===== src/rtl/refill_pkg.sv =====
package refill_pkg;
  localparam int unsigned DEF_ADDR_W     = 32;
  localparam int unsigned DEF_DATA_W     = 64;
  localparam int unsigned DEF_LINE_BEATS = 8;
endpackage


===== src/rtl/refill_issue.sv =====
// Request sequencer: critical index first, then wrap through the line.
module refill_issue #(
  parameter int unsigned IDX_W      = 3,
  parameter int unsigned LINE_BEATS = 8
) (
  input  logic             clk,
  input  logic             rst,
  input  logic             start,
  input  logic [IDX_W-1:0] start_idx,
  input  logic             stall,
  output logic             stb,
  output logic [IDX_W-1:0] idx
);
  localparam logic [IDX_W-1:0] LAST = IDX_W'(LINE_BEATS - 1);

  logic [IDX_W-1:0] sent_q;

  always_ff @(posedge clk) begin
    if (rst) begin
      stb    <= 1'b0;
      idx    <= '0;
      sent_q <= '0;
    end else if (start) begin
      stb    <= 1'b1;
      idx    <= start_idx;
      sent_q <= '0;
    end else if (stb && !stall) begin
      sent_q <= sent_q + 1'b1;
      idx    <= idx + 1'b1;
      if (sent_q == LAST) stb <= 1'b0;
    end
  end

  // the first request names the critical doubleword
  p_first_is_critical_r3: assert property (@(posedge clk) disable iff (rst)
    start |=> (stb && idx == $past(start_idx)));

  // a stalled request is held unchanged
  p_hold_on_stall_r3: assert property (@(posedge clk) disable iff (rst)
    (stb && stall) |=> (stb && $stable(idx)));
endmodule


===== src/rtl/refill_beats.sv =====
// Acknowledge side: beat index, valid flags, RAM write port, completion pulses.
module refill_beats #(
  parameter int unsigned TAG_W      = 26,
  parameter int unsigned IDX_W      = 3,
  parameter int unsigned DATA_W     = 64,
  parameter int unsigned LINE_BEATS = 8
) (
  input  logic                   clk,
  input  logic                   rst,
  input  logic                   start,
  input  logic [TAG_W-1:0]       start_line,
  input  logic [IDX_W-1:0]       start_idx,
  input  logic                   ack,
  input  logic [DATA_W-1:0]      dat,
  output logic                   busy,
  output logic [TAG_W-1:0]       line_q,
  output logic [LINE_BEATS-1:0]  valid_q,
  output logic                   ack_fire,
  output logic [IDX_W-1:0]       ack_idx,
  output logic                   ram_we,
  output logic [TAG_W+IDX_W-1:0] ram_adr,
  output logic [DATA_W-1:0]      ram_wdata,
  output logic                   crit_done,
  output logic                   line_done
);
  localparam logic [IDX_W-1:0] LAST = IDX_W'(LINE_BEATS - 1);

  logic [IDX_W-1:0] crit_q;
  logic [IDX_W-1:0] got_q;

  assign ack_fire = busy && ack;
  assign ack_idx  = crit_q + got_q;

  always_ff @(posedge clk) begin
    if (rst) begin
      busy      <= 1'b0;
      line_q    <= '0;
      crit_q    <= '0;
      got_q     <= '0;
      ram_we    <= 1'b0;
      ram_adr   <= '0;
      ram_wdata <= '0;
      crit_done <= 1'b0;
      line_done <= 1'b0;
    end else begin
      ram_we    <= ack_fire;
      crit_done <= ack_fire && (got_q == '0);
      line_done <= ack_fire && (got_q == LAST);
      if (ack_fire) begin
        ram_adr   <= {line_q, ack_idx};
        ram_wdata <= dat;
        got_q     <= got_q + 1'b1;
        if (got_q == LAST) busy <= 1'b0;
      end
      if (start) begin
        busy   <= 1'b1;
        line_q <= start_line;
        crit_q <= start_idx;
        got_q  <= '0;
      end
    end
  end

  for (genvar g = 0; g < LINE_BEATS; g++) begin : g_vbit
    logic bit_q;
    always_ff @(posedge clk) begin
      if (rst || start)
        bit_q <= 1'b0;
      else if (ack_fire && ack_idx == IDX_W'(g))
        bit_q <= 1'b1;
    end
    assign valid_q[g] = bit_q;
  end

  // input assumption, acknowledges come only inside a refill
  p_ack_inside_refill_r4: assert property (@(posedge clk) disable iff (rst)
    ack |-> busy);

  // a new refill starts with no doubleword marked valid
  p_clear_on_start_r5: assert property (@(posedge clk) disable iff (rst)
    start |=> (valid_q == '0));

  // flags only accumulate while the refill runs
  p_flags_grow_r5: assert property (@(posedge clk) disable iff (rst)
    busy |=> ($countones(valid_q) >= $past($countones(valid_q))));

  // the critical beat is the word being written when the missing load completes
  p_crit_written_r7: assert property (@(posedge clk) disable iff (rst)
    crit_done |-> (ram_we && ram_adr[IDX_W-1:0] == crit_q));

  // the line is complete and released when done pulses
  p_full_at_done_r11: assert property (@(posedge clk) disable iff (rst)
    line_done |-> ((&valid_q) && !busy));

  // done is a single-cycle pulse
  p_done_single_r11: assert property (@(posedge clk) disable iff (rst)
    line_done |=> !line_done);
endmodule


===== src/rtl/refill_match.sv =====
// Load matcher: releases loads to the line in flight as their doubleword lands.
module refill_match #(
  parameter int unsigned TAG_W      = 26,
  parameter int unsigned IDX_W      = 3,
  parameter int unsigned LINE_BEATS = 8
) (
  input  logic                  clk,
  input  logic                  rst,
  input  logic                  busy,
  input  logic [TAG_W-1:0]      line_q,
  input  logic [LINE_BEATS-1:0] valid_q,
  input  logic                  ack_fire,
  input  logic [IDX_W-1:0]      ack_idx,
  input  logic                  ld_valid,
  input  logic [TAG_W-1:0]      ld_line,
  input  logic [IDX_W-1:0]      ld_idx,
  output logic                  ld_done,
  output logic                  ld_fwd
);
  logic same_line, landed, arriving;

  always_comb begin
    same_line = ld_valid && busy && (ld_line == line_q);
    landed    = valid_q[ld_idx];
    arriving  = ack_fire && (ack_idx == ld_idx);
  end

  always_ff @(posedge clk) begin
    if (rst) begin
      ld_done <= 1'b0;
      ld_fwd  <= 1'b0;
    end else begin
      ld_done <= same_line && (landed || arriving);
      ld_fwd  <= same_line && arriving;
    end
  end

  // a completion always answers a presented load
  p_done_needs_load_r8: assert property (@(posedge clk) disable iff (rst)
    ld_done |-> $past(ld_valid));

  // forwarding happens only on the cycle after an acknowledge
  p_fwd_after_ack_r9: assert property (@(posedge clk) disable iff (rst)
    ld_fwd |-> $past(ack_fire));

  // nothing completes when no refill is in flight
  p_idle_no_done_r10: assert property (@(posedge clk) disable iff (rst)
    !busy |=> !ld_done);
endmodule


===== src/rtl/refill_tracker.sv =====
module refill_tracker
  import refill_pkg::*;
#(
  parameter  int unsigned ADDR_W     = DEF_ADDR_W,
  parameter  int unsigned DATA_W     = DEF_DATA_W,
  parameter  int unsigned LINE_BEATS = DEF_LINE_BEATS,
  localparam int unsigned OFF_W      = $clog2(DATA_W / 8),
  localparam int unsigned IDX_W      = $clog2(LINE_BEATS),
  localparam int unsigned TAG_W      = ADDR_W - IDX_W - OFF_W
) (
  input  logic                    clk,
  input  logic                    rst,
  input  logic                    miss_valid,
  input  logic [ADDR_W-1:0]       miss_addr,
  output logic                    busy,
  output logic                    wb_cyc,
  output logic                    wb_stb,
  output logic [ADDR_W-1:0]       wb_adr,
  input  logic                    wb_stall,
  input  logic                    wb_ack,
  input  logic [DATA_W-1:0]       wb_dat_i,
  output logic                    ram_we,
  output logic [ADDR_W-OFF_W-1:0] ram_adr,
  output logic [DATA_W-1:0]       ram_wdata,
  output logic                    crit_done,
  output logic                    line_done,
  input  logic                    ld_valid,
  input  logic [ADDR_W-1:0]       ld_addr,
  output logic                    ld_done,
  output logic                    ld_fwd
);
  logic                  start;
  logic [TAG_W-1:0]      line_q;
  logic [LINE_BEATS-1:0] valid_q;
  logic                  ack_fire;
  logic [IDX_W-1:0]      ack_idx;
  logic [IDX_W-1:0]      issue_idx;
  logic                  unused_low;

  assign start      = miss_valid && !busy;
  assign wb_cyc     = busy;
  assign wb_adr     = {line_q, issue_idx, {OFF_W{1'b0}}};
  assign unused_low = ^{miss_addr[OFF_W-1:0], ld_addr[OFF_W-1:0]};

  refill_issue #(
    .IDX_W(IDX_W), .LINE_BEATS(LINE_BEATS)
  ) u_issue (
    .clk(clk), .rst(rst), .start(start),
    .start_idx(miss_addr[OFF_W +: IDX_W]),
    .stall(wb_stall), .stb(wb_stb), .idx(issue_idx)
  );

  refill_beats #(
    .TAG_W(TAG_W), .IDX_W(IDX_W), .DATA_W(DATA_W), .LINE_BEATS(LINE_BEATS)
  ) u_beats (
    .clk(clk), .rst(rst), .start(start),
    .start_line(miss_addr[ADDR_W-1 -: TAG_W]),
    .start_idx(miss_addr[OFF_W +: IDX_W]),
    .ack(wb_ack), .dat(wb_dat_i),
    .busy(busy), .line_q(line_q), .valid_q(valid_q),
    .ack_fire(ack_fire), .ack_idx(ack_idx),
    .ram_we(ram_we), .ram_adr(ram_adr), .ram_wdata(ram_wdata),
    .crit_done(crit_done), .line_done(line_done)
  );

  refill_match #(
    .TAG_W(TAG_W), .IDX_W(IDX_W), .LINE_BEATS(LINE_BEATS)
  ) u_match (
    .clk(clk), .rst(rst), .busy(busy), .line_q(line_q), .valid_q(valid_q),
    .ack_fire(ack_fire), .ack_idx(ack_idx),
    .ld_valid(ld_valid),
    .ld_line(ld_addr[ADDR_W-1 -: TAG_W]),
    .ld_idx(ld_addr[OFF_W +: IDX_W]),
    .ld_done(ld_done), .ld_fwd(ld_fwd)
  );

  // requests are issued only inside an open bus cycle
  p_stb_inside_cyc_r4: assert property (@(posedge clk) disable iff (rst)
    wb_stb |-> wb_cyc);
endmodule


===== config.mk =====
export PLATFORM = sky130hd
export DESIGN_NAME = refill_tracker
export DESIGN_NICKNAME = d
export VERILOG_FILES = /design/src/rtl/refill_pkg.sv /design/src/rtl/refill_issue.sv /design/src/rtl/refill_beats.sv /design/src/rtl/refill_match.sv /design/src/rtl/refill_tracker.sv
export SDC_FILE = /design/constraint.sdc
export NUM_CORES = 1
export LEC_CHECK = 0
export CAP_MARGIN = 10
export CORE_ASPECT_RATIO = 0.9
export CORE_MARGIN = 2
export CORE_UTILIZATION = 35
export CTS_BUF_LIST = sky130_fd_sc_hd__clkbuf_8
export DETAILED_ROUTE_END_ITERATION = 10
export HOLD_SLACK_MARGIN = 0.1
export PLACE_DENSITY = 0.78
export SLEW_MARGIN = 25
export SYNTH_ARGS = -nofsm -noshare
export SYNTH_HDL_FRONTEND = slang
export SYNTH_SLANG_ARGS = --single-unit

===== constraint.sdc =====
create_clock -name clk -period 2.8 [get_ports clk]
set_input_delay 0.56 -clock clk [delete_from_list [all_inputs] [get_ports clk]]
set_output_delay 0.56 -clock clk [all_outputs]
set_load 0.02 [all_outputs]

## After elaboration in Yosys (flattened, before gate mapping)

Index checks and enable logic that the tools add are counted.

| cells by class | value |
|---|---|
| equality and inequality tests | 11 |
| reduce and logical (&&, ||, !) cells | 31 |
| multiplexer cells | 10 |
| magnitude comparators | 1 |
| add/subtract/negate cells | 4 |

Operator list:

| cell | number |
|---|---|
| $eq A26 B26 Y1 | 1 |
| $eq A3 B3 Y1 const B | 6 |
| $logic_and A1 B1 Y1 | 18 |
| $add A3 B1 Y3 const B | 3 |
| $reduce_bool A2 Y1 | 4 |
| $mux W1 | 7 |
| $eq A3 B2 Y1 const B | 2 |
| $logic_not A3 Y1 | 2 |
| $mux W3 | 2 |
| $lt A3 B4 Y1 const B | 1 |
| $reduce_and A2 Y1 | 2 |
| $add A3 B3 Y3 | 1 |
| $bmux W1 S3 | 1 |
| $eq A3 B1 Y1 const B | 1 |
| $eq A3 B3 Y1 | 1 |
| $logic_not A1 Y1 | 2 |
| $logic_or A1 B1 Y1 | 2 |
| $reduce_or A2 Y1 | 1 |

| storage, ports and cells | value |
|---|---|
| logic and storage cells | 79 |
| output and inout bits | 133 |
| bits in registers | 146 |

## Depth between registers and ports, before layout

| logic depth | value |
|---|---|
| word-level depth | 5 |
| mapped depth | 8 |
| depth with buffers taken out | 8 |

## Modules after synthesis

Synthesis repeated with hierarchy kept, for this count alone.

| unflattened totals | value |
|---|---|
| cell total of the unflattened synthesis | 679 |
| area, all modules | 6601.3 µm² |

Modules (own cells, without submodules):

| module | sequential area each (µm²) | instances | cells each | area each (µm²) |
|---|---|---|---|---|
| refill_beats | 2742.6 | 1 | 593 | 5771.8 |
| refill_match | 40.0 | 1 | 48 | 449.2 |
| refill_issue | 140.1 | 1 | 32 | 332.8 |
| refill_tracker | 0.0 | 1 | 6 | 47.5 |

## Least setup slack after synthesis

OpenSTA, ideal clock, no wires.

| timing path | value |
|---|---|
| path type | register -> register |
| from | reg u_beats.got_q[0] |
| to | reg u_match.ld_done |
| required time | 2.679 ns |
| buffers on the path | 0 |
| cell stages (with the launch flop) | 9 |
| data arrival time | 1.833 ns |
| slack | 0.846 ns |
| cells stage by stage | dfxtp_1 > ha_1 > inv_1 > fa_1 > xnor2_2 > xor2_1 > nor2_1 > nor3_2 > a211oi_2 |

| between the ends | value |
|---|---|
| longest elaborated chain between the ends | 5 |

Ends and longest elaborated chain:

| item | RTL line | text |
|---|---|---|
| start: declaration | refill_beats.sv:29 | `logic [IDX_W-1:0] got_q;` |
| start signal: assignment | refill_beats.sv:52 | `got_q <= got_q + 1'b1;` |
| $add A3 B3 Y3 | refill_beats.sv:32 | `assign ack_idx = crit_q + got_q;` |
| $eq A3 B3 Y1 | refill_match.sv:25 | `arriving = ack_fire && (ack_idx == ld_idx);` |
| $logic_and A1 B1 Y1 | refill_match.sv:25 |  |
| $logic_or A1 B1 Y1 | refill_match.sv:33 | `ld_done <= same_line && (landed \|\| arriving);` |
| $logic_and A1 B1 Y1 | refill_match.sv:33 |  |
| end signal: assignment | refill_match.sv:33 |  |
| end: declaration | refill_match.sv:17 | `output logic ld_done,` |

No other way between the ends.
A chain may end at the register's enable or synchronous reset.

## Worst setup path in the final report

| timing path | value |
|---|---|
| from | reg u_beats.busy |
| to | out wb_cyc |

RTL lines:

| item | RTL line | text |
|---|---|---|
| start: declaration | refill_beats.sv:15 | `output logic busy,` |
| start signal: assignment | refill_beats.sv:36 | `busy <= 1'b0;` |
| start signal: assignment | refill_beats.sv:53 | `if (got_q == LAST) busy <= 1'b0;` |
| start signal: assignment | refill_beats.sv:56 | `busy <= 1'b1;` |
| end: declaration | refill_tracker.sv:16 | `output logic wb_cyc,` |

No word-level cell between the ends.

==> results.md <==
* Synth Register Bits at 146
* Area contributors post-synth: dfxtp_1 (53%), nand2_1 (17%), a21oi_1 (12%)
* Slew Viols, Final at 0
* Sequential element share of the synthesized area at 0.526
* Avg Cell Area, Syn at 8.18 um2
* Post-cts resize count at 0
* Final worst slack at 528 ps
* Postcts setup bufs at 0
* Max-Cap Viols at 0
* Post-synth EDFFs at 0
* # rows at 43
* Worst vdd ir at 0.500 mV
* Reg clk slew, reported paths at 90 ps
* Buffers added on ports at 257
* Initial Util at 0.359
* Most numerous cell in the Yosys netlist: nand2_1
* Die Y at 124 um
* Final hold violation count at 0
* Routability Congestion at 0.772
* Die width at 137 um
* Routed Antenna Nets at 0
* Pwr Density at 540 mW/mm2
* Die footprint at 0.0169 mm2
* IO Pins at 267
* Total CTS buffers at 17
* Cell taking the most area after synthesis: dfxtp_1
* Pin count of the biggest net entering global routing at 51
* Final setup fails at 0
* Relative slew slack at 0.589
* Max Buffers Root-to-Sink at 2
* Yosys cell types at 32
* Critical Path End Type: primary output
* Syn. warnings at 0
* Vias per Instance at 4.72
* Status: finished, final reports clean
* CP Cell Sequence: clkdlybuf4s50_1
* DRT iter0 DRCs at 266
* Setup WS pre-CTS at 451 ps
* Total gr overflow at 0
* Fin crit share at 0.812
* Hpwl dp at 12.3 mm
* Share of flip-flops with an asynchronous set or reset at 0
* CTS Hold Bufs at 0
* Setup_tns at 0 ps
* HP Class: register to register
* Crit path kind: register to primary output
* Drt drc at 0
* Worst Skew at 15.3 ps
* Ys flop type: dfxtp_1
* Initial antenna violation count at 0
* Yosys top cell area share at 0.526
* Area of the mapped netlist at 0.00556 mm2
* Family with the most delay on the worst path: buffers and inverters
* Vias in the first global route at 5069
* Required @ worst endpoint at 2240 ps
* Leakage Power at 3.08 nW
* Critical path buffers and inverters at 1
* Core Footprint at 0.0155 mm2
* Crit path time final at 2270 ps
* CP max stage cell: clkdlybuf4s50_1
* Routed wire per std cell at 15.1 um
* Setup crit start kind: register
* Max Fclk at 0.440 GHz
* Clock Sinks at 146
* Syn Inst Count at 679
* H-tree lvl count at 4
* Layout cells sized above 1 at 0.0538
* CP max FO at 8
* N_diodes at 0
* Clock Latency Late Sink at 440 ps
* WP data arrival at 1710 ps
* Synth top cells by count: nand2_1 (249), dfxtp_1 (146), a21oi_1 (132), xnor2_1 (26)
* CTS tree: done
* Tot GR Track Use at 0.199
* RSZ-0062 raised after global routing: no
* Clock Tree Root: clkbuf_8
* Worst path max stage delay at 720 ps
* P&R area growth vs syn at 56.6%
* Worst slew pin tran at 615 ps
* Fin nets at 1060
* Total wire length at 17.1 mm
* DR pass1 iterations at 4
* Vias at 5343
* First-pass GRT wire length at 25.6 mm
area by class of cell:
type,count,area [um2]
Multi-Input combinational cell,482,2410
Fill cell,1433,6790
Clock buffer,21,289
Tap cell,202,253
Clock inverter,10,133
Timing Repair Buffer,266,2680
Inverter,5,18.8
Sequential cell,146,2920
per-layer routing:
layer,wire length (um),global-route usage,part of all wire,vias up
met3,1980,0.105,0.12,13
met4,240,0.0606,0.014,0
met2,8210,0.336,0.48,211
met5,0,0,0,-
met1,6690,0.217,0.39,2445
li1,-,-,-,2674
report_power, final:
part	switching, mW	internal [mW]	leakage, nW
sequential	0.0613	2.15	1.19
clock	0.779	0.968	0.221
combinational	0.354	0.379	1.67
total	1.19	3.50	3.08
worst paths after layout:
| kind | start | endpoint | slack (ps) | depth (start not counted) |
|---|---|---|---|---|
| hold / removal | u_beats.ram_wdata[51] | u_beats.ram_wdata[51] | 450 | 2 |
| setup reg to reg | u_beats.got_q[0] | u_match.ld_done | 640 | 8 |
| hold reg to reg | u_beats.ram_wdata[51] | u_beats.ram_wdata[51] | 450 | 2 |
| setup / recovery | u_beats.busy | wb_cyc | 530 | 1 |
metrics by stage:
stage                     power (mW)   util  instances  hold slack [ps]  area (um2)
after floorplan                 2.58      -        681              431        5560
after CTS                       4.75  0.562       1132              456        8700
after global routing            4.89  0.562       1132              469        8700
final                           4.70  0.562       1132              454        8700
after detailed placement        3.00  0.534       1101              446        8280
after global placement          2.99  0.534       1101              441        8280
cell usage in the layout (no fill, tap or decap), types with 3 or more instances in the layout:
cell type        synthesis  final
nand2_1                249    248
inv_1                    5      7
buf_4                    4      7
dfxtp_1                146    146
clkbuf_8                 0     21
nor2_1                  20     20
xor2_1                   8      8
a211oi_1                 3      3
clkdlybuf4s50_1          0    256
xnor2_1                 26     26
nand4_1                  5      5
ha_1                     7      7
buf_12                   0      3
conb_1                   1      3
a21oi_1                132    132
bufinv_16                0      3
kinds of logic after synthesis:
kind of cell / Yosys count / share of synthesized area
and+or+nand+nor: 291 / 0.208
DFF: 146 / 0.526
AOI/OAI and AO/OA: 139 / 0.129
buffers and inverters: 53 / 0.0435
xor gates and xnor gates: 36 / 0.0594
adders and majority gates: 8 / 0.0194
muxes: 5 / 0.0137
other: 1 / 0.000675
sequential cells by signal, indices dropped and copies added (netlist names), 3 cells and up:
register / count
u_beats.g_vbit.bit_q: 8
u_beats.crit_q: 3
u_beats.ram_wdata: 64
u_issue.idx: 3
u_beats.ram_adr: 29
u_beats.got_q: 3
u_issue.sent_q: 3
u_beats.line_q: 26
Power figures use the tool's default switching activity.
